<file path="config.mk">
export PLATFORM = sky130hd
export DESIGN_NAME = panel_cmd_writer
export DESIGN_NICKNAME = d
export VERILOG_FILES = /design/src/rtl/pw_pkg.sv /design/src/rtl/pw_half_timer.sv /design/src/rtl/pw_param_pick.sv /design/src/rtl/pw_shifter.sv /design/src/rtl/panel_cmd_writer.sv
export SDC_FILE = /design/constraint.sdc
export NUM_CORES = 1
export LEC_CHECK = 0
export ABC_AREA = 1
export BUFFER_PORTS_ARGS = -buffer_cell sky130_fd_sc_hd__buf_2
export CAP_MARGIN = 20
export CORE_MARGIN = 8
export CORE_UTILIZATION = 60
export CTS_CLUSTER_DIAMETER = 150
export DETAILED_ROUTE_END_ITERATION = 8
export HOLD_SLACK_MARGIN = 0.1
export PLACE_DENSITY = 0.88
export SYNTH_ARGS = -nofsm -noshare
export SYNTH_HDL_FRONTEND = slang
export SYNTH_SLANG_ARGS = --single-unit
</file>
<file path="constraint.sdc">
create_clock -name clk -period 4.65 [get_ports clk]
set_input_delay 1.395 -clock clk [delete_from_list [all_inputs] [get_ports clk]]
set_output_delay 1.395 -clock clk [all_outputs]
set_load 0.005 [all_outputs]
</file>
<file path="src/rtl/pw_pkg.sv">
package pw_pkg;
  localparam int WORD_BITS = 9;
  localparam int BYTE_BITS = 8;

  typedef enum logic [2:0] {
    ST_IDLE,
    ST_LOW,
    ST_HIGH,
    ST_GAP,
    ST_DONE
  } pw_state_e;
endpackage

</file>
<file path="src/rtl/pw_half_timer.sv">
// Free-running phase timer: tick every HALF_CYCLES clocks, restartable.
module pw_half_timer #(
  parameter int HALF_CYCLES = 4
) (
  input  logic clk,
  input  logic rst_n,
  input  logic restart,
  output logic tick
);
  localparam int CW = (HALF_CYCLES > 1) ? $clog2(HALF_CYCLES) : 1;
  localparam logic [CW-1:0] LAST = CW'(HALF_CYCLES - 1);

  logic [CW-1:0] cnt;

  assign tick = (cnt == LAST);

  always_ff @(posedge clk) begin
    if (!rst_n || restart) cnt <= '0;
    else if (tick)         cnt <= '0;
    else                   cnt <= cnt + 1'b1;
  end
endmodule

</file>
<file path="src/rtl/pw_param_pick.sv">
// Selects the parameter byte for word index idx (1..count): byte count-idx.
module pw_param_pick #(
  parameter int MAX_PARAMS = 4,
  parameter int CNT_W      = 3
) (
  input  logic [8*MAX_PARAMS-1:0] param,
  input  logic [CNT_W-1:0]        count,
  input  logic [CNT_W-1:0]        idx,
  output logic [7:0]              byte_o
);
  logic [CNT_W-1:0] sel;
  assign sel = count - idx;

  always_comb begin
    byte_o = '0;
    for (int i = 0; i < MAX_PARAMS; i++) begin
      if (sel == CNT_W'(i)) byte_o = param[8*i +: 8];
    end
  end
endmodule

</file>
<file path="src/rtl/pw_shifter.sv">
// Word shift register; the MSB drives the data line.
module pw_shifter #(
  parameter int WIDTH = 9
) (
  input  logic             clk,
  input  logic             rst_n,
  input  logic             load,
  input  logic [WIDTH-1:0] load_word,
  input  logic             shift,
  input  logic             clear,
  output logic             msb
);
  logic [WIDTH-1:0] sh;

  assign msb = sh[WIDTH-1];

  always_ff @(posedge clk) begin
    if (!rst_n || clear) sh <= '0;
    else if (load)       sh <= load_word;
    else if (shift)      sh <= {sh[WIDTH-2:0], 1'b0};
  end
endmodule

</file>
<file path="src/rtl/panel_cmd_writer.sv">
module panel_cmd_writer
  import pw_pkg::*;
#(
  parameter int HALF_CYCLES = 4,
  parameter int MAX_PARAMS  = 4,
  localparam int PARAM_W    = 8 * MAX_PARAMS,
  localparam int CNT_W      = $clog2(MAX_PARAMS + 1)
) (
  input  logic               clk,
  input  logic               rst_n,
  input  logic               req_valid,
  output logic               req_ready,
  input  logic [7:0]         req_cmd,
  input  logic [PARAM_W-1:0] req_param,
  input  logic [CNT_W-1:0]   req_count,
  output logic               busy,
  output logic               done,
  output logic               pnl_sclk,
  output logic               pnl_cs,
  output logic               pnl_sdo
);
  localparam int BIT_W = $clog2(WORD_BITS);
  localparam logic [BIT_W-1:0] FIRST_BIT = BIT_W'(WORD_BITS - 1);

  pw_state_e          state;
  logic [PARAM_W-1:0] param_q;
  logic [CNT_W-1:0]   count_q;
  logic [CNT_W-1:0]   word_idx;
  logic [CNT_W-1:0]   next_idx;
  logic [BIT_W-1:0]   bits_left;
  logic               gap_second;
  logic               sclk_q;
  logic               cs_q;
  logic               tick;
  logic               accept;
  logic               word_end;
  logic               last_word;
  logic               sh_load;
  logic               sh_shift;
  logic               sh_clear;
  logic [7:0]         pick_byte;
  logic [WORD_BITS-1:0] load_word;

  assign accept    = req_valid && (state == ST_IDLE);
  assign next_idx  = word_idx + 1'b1;
  assign word_end  = (state == ST_HIGH) && tick && (bits_left == '0);
  assign last_word = (word_idx == count_q);
  assign sh_load   = accept || (word_end && !last_word);
  assign sh_shift  = (state == ST_HIGH) && tick && (bits_left != '0);
  assign sh_clear  = word_end && last_word;
  assign load_word = accept ? {1'b0, req_cmd} : {1'b1, pick_byte};

  pw_half_timer #(.HALF_CYCLES(HALF_CYCLES)) i_timer (
    .clk(clk), .rst_n(rst_n), .restart(accept), .tick(tick)
  );

  pw_param_pick #(.MAX_PARAMS(MAX_PARAMS), .CNT_W(CNT_W)) i_pick (
    .param(param_q), .count(count_q), .idx(next_idx), .byte_o(pick_byte)
  );

  pw_shifter #(.WIDTH(WORD_BITS)) i_shift (
    .clk(clk), .rst_n(rst_n), .load(sh_load), .load_word(load_word),
    .shift(sh_shift), .clear(sh_clear), .msb(pnl_sdo)
  );

  always_ff @(posedge clk) begin
    if (!rst_n) begin
      state      <= ST_IDLE;
      param_q    <= '0;
      count_q    <= '0;
      word_idx   <= '0;
      bits_left  <= '0;
      gap_second <= 1'b0;
      sclk_q     <= 1'b1;
      cs_q       <= 1'b0;
    end else begin
      case (state)
        ST_IDLE: if (accept) begin
          state     <= ST_LOW;
          param_q   <= req_param;
          count_q   <= req_count;
          word_idx  <= '0;
          bits_left <= FIRST_BIT;
          sclk_q    <= 1'b0;
          cs_q      <= 1'b1;
        end
        ST_LOW: if (tick) begin
          state  <= ST_HIGH;
          sclk_q <= 1'b1;
        end
        ST_HIGH: if (tick) begin
          if (bits_left != '0) begin
            bits_left <= bits_left - 1'b1;
            state     <= ST_LOW;
            sclk_q    <= 1'b0;
          end else if (!last_word) begin
            word_idx  <= next_idx;
            bits_left <= FIRST_BIT;
            state     <= ST_LOW;
            sclk_q    <= 1'b0;
          end else begin
            state      <= ST_GAP;
            cs_q       <= 1'b0;
            gap_second <= 1'b0;
          end
        end
        ST_GAP: if (tick) begin
          if (gap_second) state <= ST_DONE;
          else            gap_second <= 1'b1;
        end
        default: state <= ST_IDLE;
      endcase
    end
  end

  assign req_ready = (state == ST_IDLE);
  assign busy      = (state != ST_IDLE);
  assign done      = (state == ST_DONE);
  assign pnl_sclk  = sclk_q;
  assign pnl_cs    = cs_q;
endmodule

</file>
==> flow_metrics.tcl, run 1 <==
set metrics [dict create \
    status "finished clean" \
    rows 25 \
    cpMaxStageDelayCell "nand2_1" \
    hold_viol_final 0 \
    maxSlewHeadroom_pct 36.78 \
    numCtsBuffers 9 \
    syn-num-nets 457 \
    leakagePower_nw 1.503 \
    p_per_area_nw_per_um2 570.1 \
    grt_usage_pct 19.58 \
    drv_slew 0 \
    cp_num_buf_inv 1 \
    yosys_warnings 0 \
    drt_iter0_markers 135 \
    initial_core_util_pct 61.69 \
    vias_per_cell 5.430 \
    yosys.area.top_type "dfxtp_1" \
    hold_start "i_timer.cnt[0]" \
    core_um2 4661 \
    syn_area_um2 2875 \
    post-cts-setup-buffers 0 \
    fmax_mhz 363.3 \
    finalPower_w 0.001871 \
    rsz0062_at_grt "no" \
    path_clk_slew_ps 60 \
    seqPwrFrac_pct 36.3 \
    cts_tree "yes" \
    cp_max_fo 32 \
    syn_to_final_growth_pct 14.14 \
    hold_ws_ps 419.0 \
    netlist_instances 405 \
    sw_frac_of_total_pct 42.17 \
    hold_path_class "reg -> reg" \
    cts_htree_levels 3 \
    ir_drop_uv 266.2 \
    power_frac_comb_pct 41.0 \
    grt_pass1_vias 2677 \
    ys_types 30 \
    post-route-cell-area_um2 3282 \
    route.detailed.drc 0 \
    placedInstanceArea_um2 3103 \
    ant_nets 0 \
    gp_congestion 0.8896 \
    wl_mm 6.892 \
    ios 52 \
    crit_path_max_incr_delay_ps 690 \
    die_h_um 85.23 \
    cts_hold_buf 0 \
    portBuffers 51 \
    wire_per_inst_um 13.59 \
    dieArea_um2 7263 \
    r2r_cells 10 \
    hold-path-endpoint "i_timer.cnt[0]" \
    hpwl_mm 4.951 \
    vias 2753 \
    reg2reg_to "i_shift.sh[3]" \
    clock_path_buffers 2 \
    tightest_slew_ps 946.0 \
    ys_ff_latch 59 \
    path_class "reg -> reg" \
    syn_avg_cell_area_um2 7.099 \
    netlist.area_leader.share_pct 41.08 \
    finalClockSkew_ps 8.160 \
    synth-seq-area-share_pct 41.08 \
    arrival_ps 3020 \
    p_int_w 0.001082 \
    finalSetupTns_ps 0 \
    final_layout_size_suffix_gt1_share_pct 17.44 \
    endpoint_kind "flip-flop" \
    final_common_cell "nand2_1" \
    pwr-share-clk_pct 22.6 \
    maxCapViolCount 0 \
    die_w_um 85.23 \
    antenna_cells 0 \
    cts_root_buffer "clkbuf_8" \
    reg2reg_setup_slack_ps 1900 \
    cts_resized 0 \
    fin_util_pct 70.42 \
    crit_family "simple AND/OR/NAND/NOR gates" \
    grt_overflow 0 \
    nets 501 \
    cts_sinks 59 \
    power.switching_w 0.0007890 \
    crit_chain "ha_1 -> inv_1 -> fa_1 -> xnor2_1 -> nand2_1 -> nand2_1 -> nand3_1 -> nand2_1 -> o21bai_1 -> a21oi_1" \
    cp-start-kind "flip-flop" \
    grt_first_pass_wirelength_mm 11.63 \
    hold_depth 1 \
    antenna_found_initial 0 \
    reg2reg_from "word_idx[1]" \
    post-route-min-period_ps 2752 \
    clk_latency_ps 340 \
    grt_max_degree 59 \
    crit_required_ps 4920 \
    cp_common_cell "nand2_1" \
    finalSetupViolations 0 \
    firstDrtPassIters 4 \
    final_cell_mix "109 x nand2_1, 59 x dfxtp_1, 53 x a21oi_1" \
    timing.final.crit_share_pct 59.19 \
    synthTopCellsByArea "dfxtp_1 41%, nand2_1 14%, a21oi_1 9.2%, nand3_1 8.9%, o21ai_0 4.0%" \
]
-- flip-flops by register name, summed over array words and instances, names as in the netlist --
signal and count:
i_shift.sh 9, pnl_sclk 1, state 3, pnl_cs 1
count_q 3, i_timer.cnt 2, word_idx 3, param_q 32
gap_second 1, bits_left 4
-- metrics by stage --
step           cells  setup slack [ps]
2_1_floorplan    405              2214
3_3_place_gp     492              1790
3_5_place_dp     492              1699
4_1_cts          507              1939
5_1_grt          507              1633
6_report         507              1898
-- worst max path at each step --
stage	from	end	slack, ps	depth (start not counted)
detailed placement	req_valid	i_shift.sh[5]	1700	7
finish	word_idx[1]	i_shift.sh[3]	1900	10
global placement	req_valid	i_shift.sh[6]	1790	7
global route	word_idx[1]	i_shift.sh[3]	1630	10
floorplan	rst_n	count_q[1]	2210	5
CTS	word_idx[1]	i_shift.sh[3]	1940	10
-- synth_stat cells (all sizes together) --
library cell  number
clkbuf             6
nand3             51
a21oi             53
nor3               4
or2                8
nor2              18
fa                 1
inv               33
buf               13
o31ai              1
a211oi             2
a31oi              1
o21a               1
nand2            114
o21ai             23
dfxtp             59
ha                 5
o21bai             8
nand4              1
nor4               1
xnor2              2
-- routing by layer --
layer / GRT usage (%) / routed length, µm / up-vias
li1: - / - / 1415
met1: 22.93 / 3040 / 1240
met2: 31.96 / 3241 / 83
met3: 4.730 / 433 / 15
met4: 11.00 / 175 / 0
met5: 0 / 0 / -
-- cells by family after synthesis --
kind of cell	after synthesis	share of synthesized area, %
AOI/OAI and AO/OA	89	16.93
xor gates and xnor gates	2	0.6093
adders and majority gates	6	2.872
buffers and inverters	52	7.963
DFF	59	41.08
and+or+nand+nor	197	30.55
-- area by class of cell --
type	count	area, µm²
Tap cell	54	67.56
Sequential cell	59	1181
Multi-Input combinational cell	294	1465
Clock buffer	13	168.9
Clock inverter	2	10.01
Fill cell	402	1379
Timing Repair Buffer	52	262.8
Inverter	33	126.4
-- worst reg2reg max path, cell delays in order (launching register included) --
cell and delay, ps:
dfxtp_1 330, ha_1 290, inv_1 60, fa_1 450, xnor2_1 170, nand2_1 60, nand2_1 690, nand3_1 260
nand2_1 140, o21bai_1 100, a21oi_1 120
-- power groups by stage --
stage	clock network (W)	registers [W]	logic [W]
2_1_floorplan	0	0.000672	0.000628
3_3_place_gp	0	0.000688	0.000730
3_5_place_dp	0	0.000688	0.000757
4_1_cts	0.000428	0.000679	0.000763
5_1_grt	0.000448	0.000691	0.000879
6_report	0.000424	0.000680	0.000768
Note: power is estimated with default switching activity, not from simulation.
==> run 2, diff against run 1 <==
--- a/config.mk
+++ b/config.mk
@@ -9,11 +9,11 @@
 export BUFFER_PORTS_ARGS = -buffer_cell sky130_fd_sc_hd__buf_2
 export CAP_MARGIN = 20
 export CORE_MARGIN = 8
-export CORE_UTILIZATION = 60
+export CORE_UTILIZATION = 50
 export CTS_CLUSTER_DIAMETER = 150
 export DETAILED_ROUTE_END_ITERATION = 8
 export HOLD_SLACK_MARGIN = 0.1
-export PLACE_DENSITY = 0.88
+export PLACE_DENSITY = 0.79
 export SYNTH_ARGS = -nofsm -noshare
 export SYNTH_HDL_FRONTEND = slang
 export SYNTH_SLANG_ARGS = --single-unit
==> constraint.sdc (replaced) <==
create_clock -name clk -period 2.3 [get_ports clk]
set_input_delay 0.69 -clock clk [delete_from_list [all_inputs] [get_ports clk]]
set_output_delay 0.69 -clock clk [all_outputs]
set_load 0.005 [all_outputs]
==> run 2 against run 1 <==
Effect of this change: register-to-register slack worse by 1700 ps; clock power rose to 2.5 times the previous value; clock-buffer cell count down 2; worst setup slack worse by 1700 ps; highest routed layer unchanged.
==> flow_metrics.tcl, run 2 (same netlist as run 1, synthesis figures left out) <==
set metrics [dict create \
    largest_reg_flops 32 \
    hold_start "i_timer.cnt[0]" \
    die_w_um 91.83 \
    pre_cts_ws_ps 192.6 \
    crit_path_max_incr_delay_ps 570 \
    instances_no_fill 534 \
    reg2reg_from "word_idx[1]" \
    clk_latency_ps 340 \
    cp_max_fo 8 \
    gp_congestion 0.9026 \
    maxCapViolCount 0 \
    top_register "param_q" \
    hold_viol_final 0 \
    cts_htree_levels 3 \
    status "finished clean" \
    ir_drop_uv 585.1 \
    endpoint_kind "flip-flop" \
    finalPower_w 0.004173 \
    cp-start-kind "flip-flop" \
    antenna_found_initial 0 \
    finalSetupTns_ps 0 \
    antenna_cells 0 \
    worst_slack_ps 244.9 \
    leakagePower_nw 1.574 \
    crit_required_ps 2580 \
    fmax_mhz 486.6 \
    wl_mm 7.300 \
    grt_pass1_vias 2677 \
    layout.area.seq_um2 1181 \
    clock_path_buffers 2 \
    core_um2 5540 \
    drv_slew 0 \
    hold-path-endpoint "i_timer.cnt[0]" \
    reg.largest.list "param_q x32, i_shift.sh x9, bits_left x4" \
    hold_depth 1 \
    die_h_um 91.83 \
    dpl.cell_count 518 \
    grt_max_degree 35 \
    rows 27 \
    finalSetupViolations 0 \
    timing.final.crit_share_pct 89.35 \
    grt_usage_pct 18.22 \
    finalClockSkew_ps 13.10 \
    cpMaxStageDelayCell "fa_2" \
    final_layout_size_suffix_gt1_share_pct 19.48 \
    cts_root_buffer "clkbuf_8" \
    post-route-min-period_ps 2055 \
    ant_nets 0 \
    hpwl_mm 5.365 \
    p_per_area_nw_per_um2 1213 \
    post-cts-setup-buffers 0 \
    tightest_slew_ps 540.0 \
    cts_resized 0 \
    final_cell_mix "109 x nand2_1, 59 x dfxtp_1, 53 x a21oi_1" \
    portBuffers 51 \
    vias_per_cell 5.202 \
    ios 52 \
    arrival_ps 2330 \
    wire_per_inst_um 13.67 \
    nets 509 \
    vias 2778 \
    reg2reg_to "i_shift.sh[1]" \
    firstDrtPassIters 4 \
    r2r_cells 9 \
    path_class "reg -> reg" \
    grt_first_pass_wirelength_mm 12.59 \
    multiInputGateArea_um2 1468 \
    cts_tree "yes" \
    syn_to_final_growth_pct 19.63 \
    reg2reg_setup_slack_ps 240 \
    maxSlewHeadroom_pct 63.95 \
    path_clk_slew_ps 70 \
    n_fill_cell 511 \
    initial_core_util_pct 51.90 \
    crit_chain "ha_1 -> inv_1 -> fa_2 -> nand2_1 -> inv_1 -> nand3_1 -> nand3_1 -> o21bai_1 -> a21oi_1" \
    route.detailed.drc 0 \
    hold_path_class "reg -> reg" \
    dieArea_um2 8433 \
    drt_iter0_markers 279 \
    rsz0062_at_grt "no" \
    cts_sinks 59 \
    cts_hold_buf 0 \
    final_common_cell "nand2_1" \
    grt_overflow 0 \
    numCtsBuffers 9 \
]
==> run 2: cell count changes in the layout (fill, tap and decap cells not counted) <==
cell       delta
buf_12        +2
buf_4         +6
bufinv_16     +2
clkbuf_1      -1
clkbuf_8      -1
clkinv_2      +1
fa_1          -1
fa_2          +1
==> run 2: critical path, delay by kind of cell, from the launching register on <==
family | cells | cell delay, ps
AND/OR/NAND/NOR | 3 | 300
flip-flops | 1 | 340
buffers and inverters | 2 | 280
AO/OA/AOI/OAI | 2 | 170
adder cells (fa/ha/maj) | 2 | 870
==> run 2: power by group <==
group	internal (W)	total, W	switching, W	leakage (nW)
clock	0.000663	0.00107	0.000411	0.119
combinational	0.000618	0.00171	0.00109	0.971
sequential	0.00124	0.00139	0.000147	0.485
total	0.00252	0.00417	0.00165	1.57
==> run 2: layout make-up <==
class	count	area share (%)
Timing Repair Buffer	60	10.11
Clock buffer	11	4.402
Sequential cell	59	34.34
Multi-Input combinational cell	294	42.67
Clock inverter	5	2.183
Inverter	33	3.674
Tap cell	72	2.619
==> run 2: metrics by stage <==
| stage | util [%] | cell area (µm²) | hold WS, ps |
|---|---|---|---|
| 2_1_floorplan | - | 2875 | 398.3 |
| 6_report | 62.08 | 3440 | 429.2 |
| 4_1_cts | 62.04 | 3437 | 426.4 |
| 5_1_grt | 62.08 | 3440 | 458.9 |
| 3_3_place_gp | 57.95 | 3211 | 407.3 |
| 3_5_place_dp | 57.95 | 3211 | 415.5 |
==> run 2: worst max path at each step <==
stage | from | endpoint | slack, ps | cells past startpoint
after floorplan | word_idx[1] | i_shift.sh[1] | 350 | 13
after global placement | word_idx[1] | i_shift.sh[0] | 270 | 11
after detailed placement | word_idx[1] | i_shift.sh[5] | 190 | 11
after CTS | word_idx[1] | i_shift.sh[5] | 190 | 11
after global routing | word_idx[1] | i_shift.sh[3] | 60 | 13
final | word_idx[1] | i_shift.sh[1] | 240 | 9
==> run 2: per-layer routing <==
layer	wire length [µm]	track usage, %
met5	0	0
met4	163	10.07
met3	498	5.053
met2	3204	27.37
met1	3433	23.10
